[src/rtl/wdog_pkg.sv]
package wdog_pkg;

  typedef struct packed {
    logic       flag;
    logic       ien;
    logic [3:0] psel;
    logic       ren;
  } wd_ctrl_t;

  function automatic logic [7:0] ctrl_to_byte(wd_ctrl_t c);
    return {c.flag, c.ien, c.psel[3], 1'b0, c.ren, c.psel[2:0]};
  endfunction

endpackage

[src/rtl/wdog_prescale.sv]
module wdog_prescale #(
  parameter int BASE_SHIFT = 11,
  parameter int NUM_CODES  = 10
) (
  input  logic       clk,
  input  logic       rst,
  input  logic       tick,
  input  logic       restart,
  input  logic [3:0] psel,
  output logic       timeout
);
  localparam int CNT_W = BASE_SHIFT + NUM_CODES - 1;

  logic [CNT_W-1:0] cnt;
  logic [CNT_W-1:0] limit_m1;
  logic [3:0]       sel_eff;

  always_comb begin
    sel_eff  = (int'(psel) < NUM_CODES) ? psel : 4'd0;
    limit_m1 = (CNT_W'(1) << (BASE_SHIFT + int'(sel_eff))) - CNT_W'(1);
    timeout  = tick && !restart && (cnt >= limit_m1);
  end

  always_ff @(posedge clk) begin
    if (rst)          cnt <= '0;
    else if (restart) cnt <= '0;
    else if (tick)    cnt <= timeout ? '0 : cnt + CNT_W'(1);
  end
endmodule

[src/rtl/wdog_unlock.sv]
module wdog_unlock #(
  parameter int UNLOCK_CYCLES = 4
) (
  input  logic clk,
  input  logic rst,
  input  logic key_wr,
  output logic unlocked
);
  localparam int WIN_W = $clog2(UNLOCK_CYCLES + 1);

  logic [WIN_W-1:0] win;

  always_ff @(posedge clk) begin
    if (rst)               win <= '0;
    else if (key_wr)       win <= WIN_W'(UNLOCK_CYCLES);
    else if (win != '0)    win <= win - WIN_W'(1);
  end

  assign unlocked = (win != '0);
endmodule

[src/rtl/wdog_ctrl.sv]
module wdog_ctrl
  import wdog_pkg::*;
(
  input  logic       clk,
  input  logic       rst,
  input  logic       ctrl_we,
  input  logic [6:0] wfield,
  input  logic       flag_clr_we,
  input  logic       irq_ack,
  input  logic       timeout,
  input  logic       tick,
  output wd_ctrl_t   ctrl,
  output logic       wdrf,
  output logic       irq,
  output logic       sys_rst
);
  wd_ctrl_t nxt;
  logic     hit_irq;
  logic     hit_rst;

  assign hit_irq = timeout && ctrl.ien;
  assign hit_rst = timeout && ctrl.ren && !ctrl.ien;

  always_comb begin
    nxt = ctrl;
    if (ctrl_we) begin
      if (wfield[6]) nxt.flag = 1'b0;
      nxt.ien  = wfield[5];
      nxt.psel = {wfield[4], wfield[2:0]};
      nxt.ren  = wfield[3];
    end
    if (irq_ack) begin
      nxt.flag = 1'b0;
      if (nxt.ren) nxt.ien = 1'b0;
    end
    if (hit_irq) nxt.flag = 1'b1;
  end

  always_ff @(posedge clk) begin
    if (rst) begin
      ctrl    <= '0;
      wdrf    <= 1'b0;
      irq     <= 1'b0;
      sys_rst <= 1'b0;
    end else begin
      ctrl <= nxt;
      irq  <= nxt.flag && nxt.ien;
      if (hit_rst)   sys_rst <= 1'b1;
      else if (tick) sys_rst <= 1'b0;
      if (hit_rst)          wdrf <= 1'b1;
      else if (flag_clr_we) wdrf <= 1'b0;
    end
  end
endmodule

[src/rtl/wdog_irq_rst.sv]
module wdog_irq_rst
  import wdog_pkg::*;
#(
  parameter int                BASE_SHIFT    = 11,
  parameter int                NUM_CODES     = 10,
  parameter int                UNLOCK_CYCLES = 4,
  parameter int                ADDR_W        = 6,
  parameter logic [ADDR_W-1:0] CTRL_ADDR     = 'h31,
  parameter logic [ADDR_W-1:0] FLAG_ADDR     = 'h34,
  parameter logic [ADDR_W-1:0] KEY_ADDR      = 'h3C,
  parameter logic [7:0]        KEY_VALUE     = 8'hD8
) (
  input  logic              clk,
  input  logic              rst,
  input  logic              tick,
  input  logic              wd_restart,
  input  logic              bus_wr,
  input  logic              bus_rd,
  input  logic [ADDR_W-1:0] bus_addr,
  input  logic [7:0]        bus_wdata,
  output logic [7:0]        bus_rdata,
  input  logic              irq_ack,
  output logic              irq,
  output logic              sys_rst_out
);
  wd_ctrl_t ctrl_q;
  logic     timeout;
  logic     unlocked;
  logic     hit_ctrl;
  logic     key_wr;
  logic     flag_clr_we;
  logic     wdrf;

  assign hit_ctrl    = bus_wr && (bus_addr == CTRL_ADDR);
  assign key_wr      = bus_wr && (bus_addr == KEY_ADDR) && (bus_wdata == KEY_VALUE);
  assign flag_clr_we = bus_wr && (bus_addr == FLAG_ADDR) && !bus_wdata[0];

  wdog_prescale #(
    .BASE_SHIFT (BASE_SHIFT),
    .NUM_CODES  (NUM_CODES)
  ) u_prescale (
    .clk     (clk),
    .rst     (rst),
    .tick    (tick),
    .restart (wd_restart),
    .psel    (ctrl_q.psel),
    .timeout (timeout)
  );

  wdog_unlock #(
    .UNLOCK_CYCLES (UNLOCK_CYCLES)
  ) u_unlock (
    .clk      (clk),
    .rst      (rst),
    .key_wr   (key_wr),
    .unlocked (unlocked)
  );

  wdog_ctrl u_ctrl (
    .clk         (clk),
    .rst         (rst),
    .ctrl_we     (hit_ctrl && unlocked),
    .wfield      ({bus_wdata[7:5], bus_wdata[3:0]}),
    .flag_clr_we (flag_clr_we),
    .irq_ack     (irq_ack),
    .timeout     (timeout),
    .tick        (tick),
    .ctrl        (ctrl_q),
    .wdrf        (wdrf),
    .irq         (irq),
    .sys_rst     (sys_rst_out)
  );

  always_ff @(posedge clk) begin
    if (rst) begin
      bus_rdata <= '0;
    end else if (bus_rd) begin
      if (bus_addr == CTRL_ADDR)      bus_rdata <= ctrl_to_byte(ctrl_q);
      else if (bus_addr == FLAG_ADDR) bus_rdata <= {7'b0, wdrf};
      else                            bus_rdata <= '0;
    end
  end
endmodule

[config.mk]
export PLATFORM = sky130hd
export DESIGN_NAME = wdog_irq_rst
export DESIGN_NICKNAME = d
export VERILOG_FILES = /design/src/rtl/wdog_pkg.sv /design/src/rtl/wdog_prescale.sv /design/src/rtl/wdog_unlock.sv /design/src/rtl/wdog_ctrl.sv /design/src/rtl/wdog_irq_rst.sv
export SDC_FILE = /design/constraint.sdc
export NUM_CORES = 1
export LEC_CHECK = 0
export ABC_AREA = 1
export BUFFER_PORTS_ARGS = -buffer_cell sky130_fd_sc_hd__buf_2
export CORE_MARGIN = 2
export CORE_UTILIZATION = 35
export DETAILED_ROUTE_END_ITERATION = 10
export MAX_ROUTING_LAYER = met4
export PLACE_DENSITY = 0.58
export SLEW_MARGIN = 20
export SYNTH_ARGS = -nofsm -noshare
export SYNTH_HDL_FRONTEND = slang
export SYNTH_SLANG_ARGS = --single-unit
[constraint.sdc]
create_clock -name clk -period 2.4 [get_ports clk]
set_input_delay 0.48 -clock clk [delete_from_list [all_inputs] [get_ports clk]]
set_output_delay 0.48 -clock clk [all_outputs]
set_load 0.05 [all_outputs]
### Word-level counts from Yosys, hierarchy flattened

Cells that the tools add are included.
W data, S select, Z words.

| storage, ports and cells | value |
|---|---|
| bits in registers | 41 |
| input port bits | 21 |
| output and inout port bits | 10 |
| word-level logic and storage cells | 58 |

| cells by class | value |
|---|---|
| add/sub/neg operators | 4 |
| order comparisons | 2 |
| equality and inequality tests | 4 |
| shift-type cells | 1 |
| mux-type cells | 15 |
| reduce and logical (&&, ||, !) cells | 21 |

Operators with widths:

| cell | number |
|---|---|
| $shl A1 B32 Y20 const A | 1 |
| $add A20 B1 Y20 const B | 1 |
| $ge A20 B20 Y1 | 1 |
| $mux W20 | 1 |
| $sub A20 B2 Y20 const B | 1 |
| $eq A6 B6 Y1 const B | 3 |
| $logic_and A1 B1 Y1 | 12 |
| $eq A8 B8 Y1 const B | 1 |
| $mux W1 | 8 |
| $mux W8 | 1 |
| $mux W7 | 1 |
| $mux W3 | 2 |
| $reduce_bool A2 Y1 | 3 |
| $add A4 B4 Y5 const A | 1 |
| $lt A4 B4 Y1 const B | 1 |
| $mux W4 | 1 |
| $reduce_or A2 Y1 | 2 |
| $logic_not A1 Y1 | 3 |
| $reduce_bool A3 Y1 | 1 |
| $sub A3 B1 Y3 const B | 1 |
| $mux W2 | 1 |

### Longest topological paths before layout

| logic depth | value |
|---|---|
| word-level depth | 10 |
| mapped depth | 19 |
| gate-level depth less buffers | 18 |

### Cells and area by module

From an unflattened synthesis, not the netlist that was laid out.

| second synthesis, totals | value |
|---|---|
| cells, all modules | 388 |
| area total of the unflattened synthesis | 2,642.5 um^2 |

By module, submodules not included:

| module | instances | cells each | area each (um^2) | sequential area each (um^2) |
|---|---|---|---|---|
| wdog_prescale | 1 | 254 | 1,669.1 | 400.4 |
| wdog_irq_rst | 1 | 57 | 409.1 | 140.1 |
| wdog_ctrl | 1 | 51 | 389.1 | 200.2 |
| wdog_unlock | 1 | 26 | 175.2 | 60.1 |

### Least setup slack after synthesis

OpenSTA, ideal clock, no wires.

| path | value |
|---|---|
| path type | reg2reg |
| start point | reg u_ctrl.ctrl[3] (netlist name) |
| end point | reg u_prescale.cnt[9] |
| setup time | 0.117 ns |
| data arrival time | 2.224 ns |
| required time | 2.283 ns |
| slack | 0.059 ns |
| cell stages (with the launch flop) | 20 |
| path buffers | 1 |
| clock period less this slack | 2.341 ns |
| path through | dfxtp_1 -> inv_1 -> nand2_1 -> nor2_1 -> inv_1 -> nand2_1 -> nand3_1 -> nor2_1 -> xor2_1 -> ha_1 -> nand2_1 -> nor2_1 -> nand2_1 -> nor2_1 -> nand2_1 -> nand4_1 -> nand2_2 -> nand2_2 -> buf_4 -> nor2_1 |

| between the ends | value |
|---|---|
| word-level cells in the longest chain between the ends | 8 |

Ends and longest elaborated chain:

| item | line | source |
|---|---|---|
| from (decl) | wdog_ctrl.sv:12 | `output wd_ctrl_t ctrl,` |
| from (signal assigned) | wdog_ctrl.sv:46 | `ctrl <= nxt;` |
| $lt A4 B4 Y1 | wdog_prescale.sv:19 | `sel_eff = (int'(psel) < NUM_CODES) ? psel : 4'd0;` |
| $mux W4 (*) | wdog_prescale.sv:19 |  |
| $add A4 B4 Y5 (*) | wdog_prescale.sv:20 | `limit_m1 = (CNT_W'(1) << (BASE_SHIFT + int'(sel_eff))) - CNT_W'(1);` |
| $shl A1 B32 Y20 (*) | wdog_prescale.sv:20 |  |
| $sub A20 B2 Y20 (*) | wdog_prescale.sv:20 |  |
| $ge A20 B20 Y1 (*) | wdog_prescale.sv:21 | `timeout = tick && !restart && (cnt >= limit_m1);` |
| $logic_and A1 B1 Y1 (*) | wdog_prescale.sv:21 |  |
| $mux W20 (*) | wdog_prescale.sv:27 | `else if (tick) cnt <= timeout ? '0 : cnt + CNT_W'(1);` |
| to (signal assigned) | wdog_prescale.sv:27 |  |
| to (decl) | wdog_prescale.sv:14 | `logic [CNT_W-1:0] cnt;` |

Mark *: on every way between the ends. The rest lies on a longest branch, timed or not.
A chain may end at the register's enable or synchronous reset.

### Worst setup path in the final report

| path | value |
|---|---|
| start point | reg u_ctrl.ctrl[2] (netlist name) |
| end point | reg u_prescale.cnt[0] |

The elaborated chain is that of the path after synthesis.

==> reports/results.env <==
RESULT_OF_THE_RUN='finished, violations left'
FAILED_CHECKS='negative setup slack'
SETUP.WORST_PATH.START_CLASS='register'
POST_SYNTH_INST_COUNT=370
TIMING.SLEW.HEADROOM_PCT=44.1
ANTENNA-DIODE-COUNT=0
DRC_ERRORS=0
HOLD_CLASS='reg -> reg'
CLOCK_POWER_SHARE_PCT=30.9
CRITICAL-PATH-TOP-CELL-BY-COUNT='sky130_fd_sc_hd__nand2_4'
DESIGN.DIE.AREA_UM2=7980
INITIAL_CORE_UTIL_PCT=35.7
CRIT_PATH_MAX_FANOUT=6
WIRE_PER_INST_UM=11.6
CLOCK_SINK_TOTAL=40
SETUP_VIOL=1
CTS_HOLD_BUFFERS=0
PORT_BUFFERS=29
FIRSTDRTPASSITERS=4
DPL.HPWL_UM=4620
IOS=31
SYNTH_ENABLE_FLOP_CELLS=0
DRIVE_GT1_SHARE_PCT=26.9
TIMING.FMAX_MHz=416
MULTIINPUTGATEAREA_UM2=1680
DESIGN.CORE.AREA_UM2=7140
CTS_TREE='built'
LAYOUT_COMMON_CELLS='sky130_fd_sc_hd__nand2_1, sky130_fd_sc_hd__inv_1, sky130_fd_sc_hd__dfxtp_1, sky130_fd_sc_hd__nor2_1, sky130_fd_sc_hd__buf_2'
WORST_SLACK_NS=-0.00426
P_SW_uW=426
FINAL_MIN_PERIOD_OVER_CLOCK_PERIOD_PCT=100
TIMING_HOLD_VIOLATIONS_FINAL=0
TIMING_WORST_SLEW_PIN_VALUE_NS=0.835
SEQCELLAREA_UM2=811
SYNTH_CELL_TYPES=35
CLOCK_TREE.BUFFER_DEPTH=2
DRT.ANTENNA.VIOLATING_NETS=0
ASYNCSETRESETFLOPFRACSYNTH_PCT=0
SW_FRAC_OF_TOTAL_PCT=30.1
PRE_CTS_SLACK_NS=-0.101
CLOCK_NETWORK_LATENCY_TO_THE_LATER_PIN_OF_THE_WORST_SKEW_PAIR_NS=0.29
SHARE_OF_POWER_BURNED_IN_COMBINATIONAL_LOGIC_PCT=19.2
SITE_ROWS=31
LAYOUT_MIN_CYCLE_TIME_NS=2.40
CRITICAL_PATH_REQUIRED_NS=2.63
WORST_EP_ARRIVAL_TIME_NS=2.63
YOSYS_WARNINGS=0
LAYOUT.FILLER_CELLS=762
SETUP.WORST_PATH.END_CLASS='register'
VIAS_IN_THE_FIRST_GLOBAL_ROUTE=2344
LAYOUT.CELLS.MOST_COMMON='sky130_fd_sc_hd__nand2_1'
IR_DROP_uV=279
POWER.INTERNAL_uW=990
CTS.REPORTEDPATHS.CLKPINSLEW_NS=0.08
DRT-INITIAL-DRC-COUNT=62
CRITICAL_PATH.CELL_CHAIN='inv_4, nand2_4, nand2_4, o21ai_2, o21ai_2, nand2_1, xor2_1, inv_1, ha_1, nand2_1, nor2_2, buf_4, a21oi_2, nand4_1, nand2_4, buf_6, nand2_2, a21oi_2'
SEQ_POWER_SHARE_PCT=49.9
AVGSYNTHCELLAREA_UM2=6.89
DOMINANTREGCELLSYNTH='sky130_fd_sc_hd__dfxtp_1'
CRIT_FAMILY='simple AND/OR/NAND/NOR gates'
FLOORPLAN.DIE.HEIGHT_UM=89.3
DR_TOTAL_VIAS=2459
CRITICAL_PATH.SLOWEST_CELL='sky130_fd_sc_hd__dfxtp_4'
GRT_MAX_DEGREE=15
MAXCAPVIOLCOUNT=0
AVGVIACOUNTPERCELL=4.67
DIE_W_UM=89.3
LEAKAGE_nW=1.51
WHS_NS=0.466
BUFS_AND_INVS_ON_WORST_PATH=4
HTREE_NUM_LEVELS=2
FINALWIRELENGTH_UM=6080
GRT_OVERFLOW=0
MAX_STAGE_DELAY_NS=0.38
FINAL_NETS=473
CLOCK_SKEW_NS=0.00856
AREA_GROWTH_SYN_TO_LAYOUT_PCT=25.9
GPL.FINAL_WEIGHTED_CONGESTION=0.813
CLOCKROOTBUFFER='sky130_fd_sc_hd__clkbuf_8'
POSTSYNTHREGISTERBITS=40
NUMCTSBUFFERS=5
WIRE_LENGTH_OF_THE_FIRST_GLOBAL_ROUTING_PASS_UM=10200
YOSYSSEQAREASHARE_PCT=31.4
POWER.DENSITY_CELL_AREA_nW_PER_UM2=441
FINAL_MAX_SLEW_VIOL_COUNT=0
RSZ0062_AT_GRT='true'
GRTUSAGETOTAL_PCT=16.7
ANTENNA_FOUND_INITIAL=0
TIMING_WORST_SETUP_PATH_TYPE='reg -> reg'
POST_SYNTH_INSTANCE_AREA_UM2=2550
## tightest hold or removal path, delay by kind of cell (launching register included)
family / cells / cell delay [ns]
flip-flops: 1 / 0.31
AO/OA/AOI/OAI: 1 / 0.05
AND/OR/NAND/NOR: 1 / 0.07
## metal layers
metal,wire (µm),global-route usage (%),vias up
li1,-,-,1286
met1,2830,20.1,1119
met2,2960,28.7,45
met3,210,2.68,9
met4,85,5.02,0
met5,0,-,-
## timing repair
item	in CTS	in global routing
endpoints found under the setup margin	23	24
gates resized for setup	18	35
buffers inserted	4	1
gates cloned	0	1
pin swaps	11	20
## per-stage QoR
stage / utilization, % / power, mW / std cells / area, µm² / TNS, ns
floorplan: - / 0.913 / 376 / 2570 / 0
global placement: 41.0 / 0.974 / 513 / 2920 / -1.05
detailed placement: 41.0 / 0.981 / 513 / 2920 / -1.45
CTS: 43.2 / 1.42 / 524 / 3090 / -0.00831
global route: 45.0 / 1.51 / 526 / 3210 / -3.16
finish: 45.0 / 1.42 / 526 / 3210 / -0.00426
## cell type report
cell class                 instances  share of cell area [%]
clock inverter                     2                   0.390
multi-input combinational        278                    52.2
inverter                          50                    6.08
sequential                        40                    25.3
tap                               99                    3.86
clock buffer                       5                    2.14
timing repair buffer              52                    10.0
## sequential cells by signal, indices dropped and copies added (netlist names)
register and cells:
u_ctrl.wdrf 1, bus_rdata 7, u_ctrl.ctrl 7, u_unlock.win 3, u_ctrl.irq 1, u_prescale.cnt 20
u_ctrl.sys_rst 1
## cells by family after synthesis
| kind of cell | count (synthesis) | synth area share (%) |
|---|---|---|
| compound gates | 55 | 11.8 |
| flops | 40 | 31.4 |
| other cells | 2 | 0.295 |
| fa+ha+maj | 25 | 12.3 |
| buf+inv | 59 | 9.43 |
| simple gates | 176 | 30.3 |
| xor+xnor | 13 | 4.47 |
## cells in the mapped netlist (2+ instances only)
master / n / share of area [%]
sky130_fd_sc_hd__a21oi_1: 29 / 5.7
sky130_fd_sc_hd__buf_4: 5 / 1.5
sky130_fd_sc_hd__clkbuf_1: 4 / 0.59
sky130_fd_sc_hd__conb_1: 2 / 0.29
sky130_fd_sc_hd__dfxtp_1: 40 / 31
sky130_fd_sc_hd__ha_1: 25 / 12
sky130_fd_sc_hd__inv_1: 46 / 6.8
sky130_fd_sc_hd__inv_2: 4 / 0.59
sky130_fd_sc_hd__nand2_1: 85 / 13
sky130_fd_sc_hd__nand2_2: 6 / 1.5
sky130_fd_sc_hd__nand3_1: 13 / 2.6
sky130_fd_sc_hd__nand4_1: 6 / 1.5
sky130_fd_sc_hd__nor2_1: 45 / 6.6
sky130_fd_sc_hd__nor3_1: 9 / 1.8
sky130_fd_sc_hd__nor4_1: 2 / 0.49
sky130_fd_sc_hd__o21ai_0: 18 / 3.5
sky130_fd_sc_hd__or2_2: 2 / 0.49
sky130_fd_sc_hd__xnor2_1: 3 / 1.0
sky130_fd_sc_hd__xor2_1: 10 / 3.4
## power by group through the flow
stage / combinational (mW) / sequential, mW / clock (mW)
6_report: 0.272 / 0.706 / 0.437
5_1_grt: 0.317 / 0.711 / 0.479
2_1_floorplan: 0.172 / 0.741 / 0
4_1_cts: 0.264 / 0.707 / 0.453
3_3_place_gp: 0.251 / 0.723 / 0
3_5_place_dp: 0.257 / 0.724 / 0
## worst paths after layout
kind                               start                              to  slack, ns  cells after the start
max reg2reg  u_ctrl.ctrl[2]$_SDFFE_PP0P_  u_prescale.cnt[0]$_SDFFE_PP0P_     -0.004                     18
max          u_ctrl.ctrl[2]$_SDFFE_PP0P_  u_prescale.cnt[0]$_SDFFE_PP0P_     -0.004                     18
min reg2reg  u_ctrl.sys_rst$_SDFFE_PP0P_     u_ctrl.sys_rst$_SDFFE_PP0P_       0.47                      2
min          u_ctrl.sys_rst$_SDFFE_PP0P_     u_ctrl.sys_rst$_SDFFE_PP0P_       0.47                      2
No activity file was read; power rests on OpenSTA's default activity.
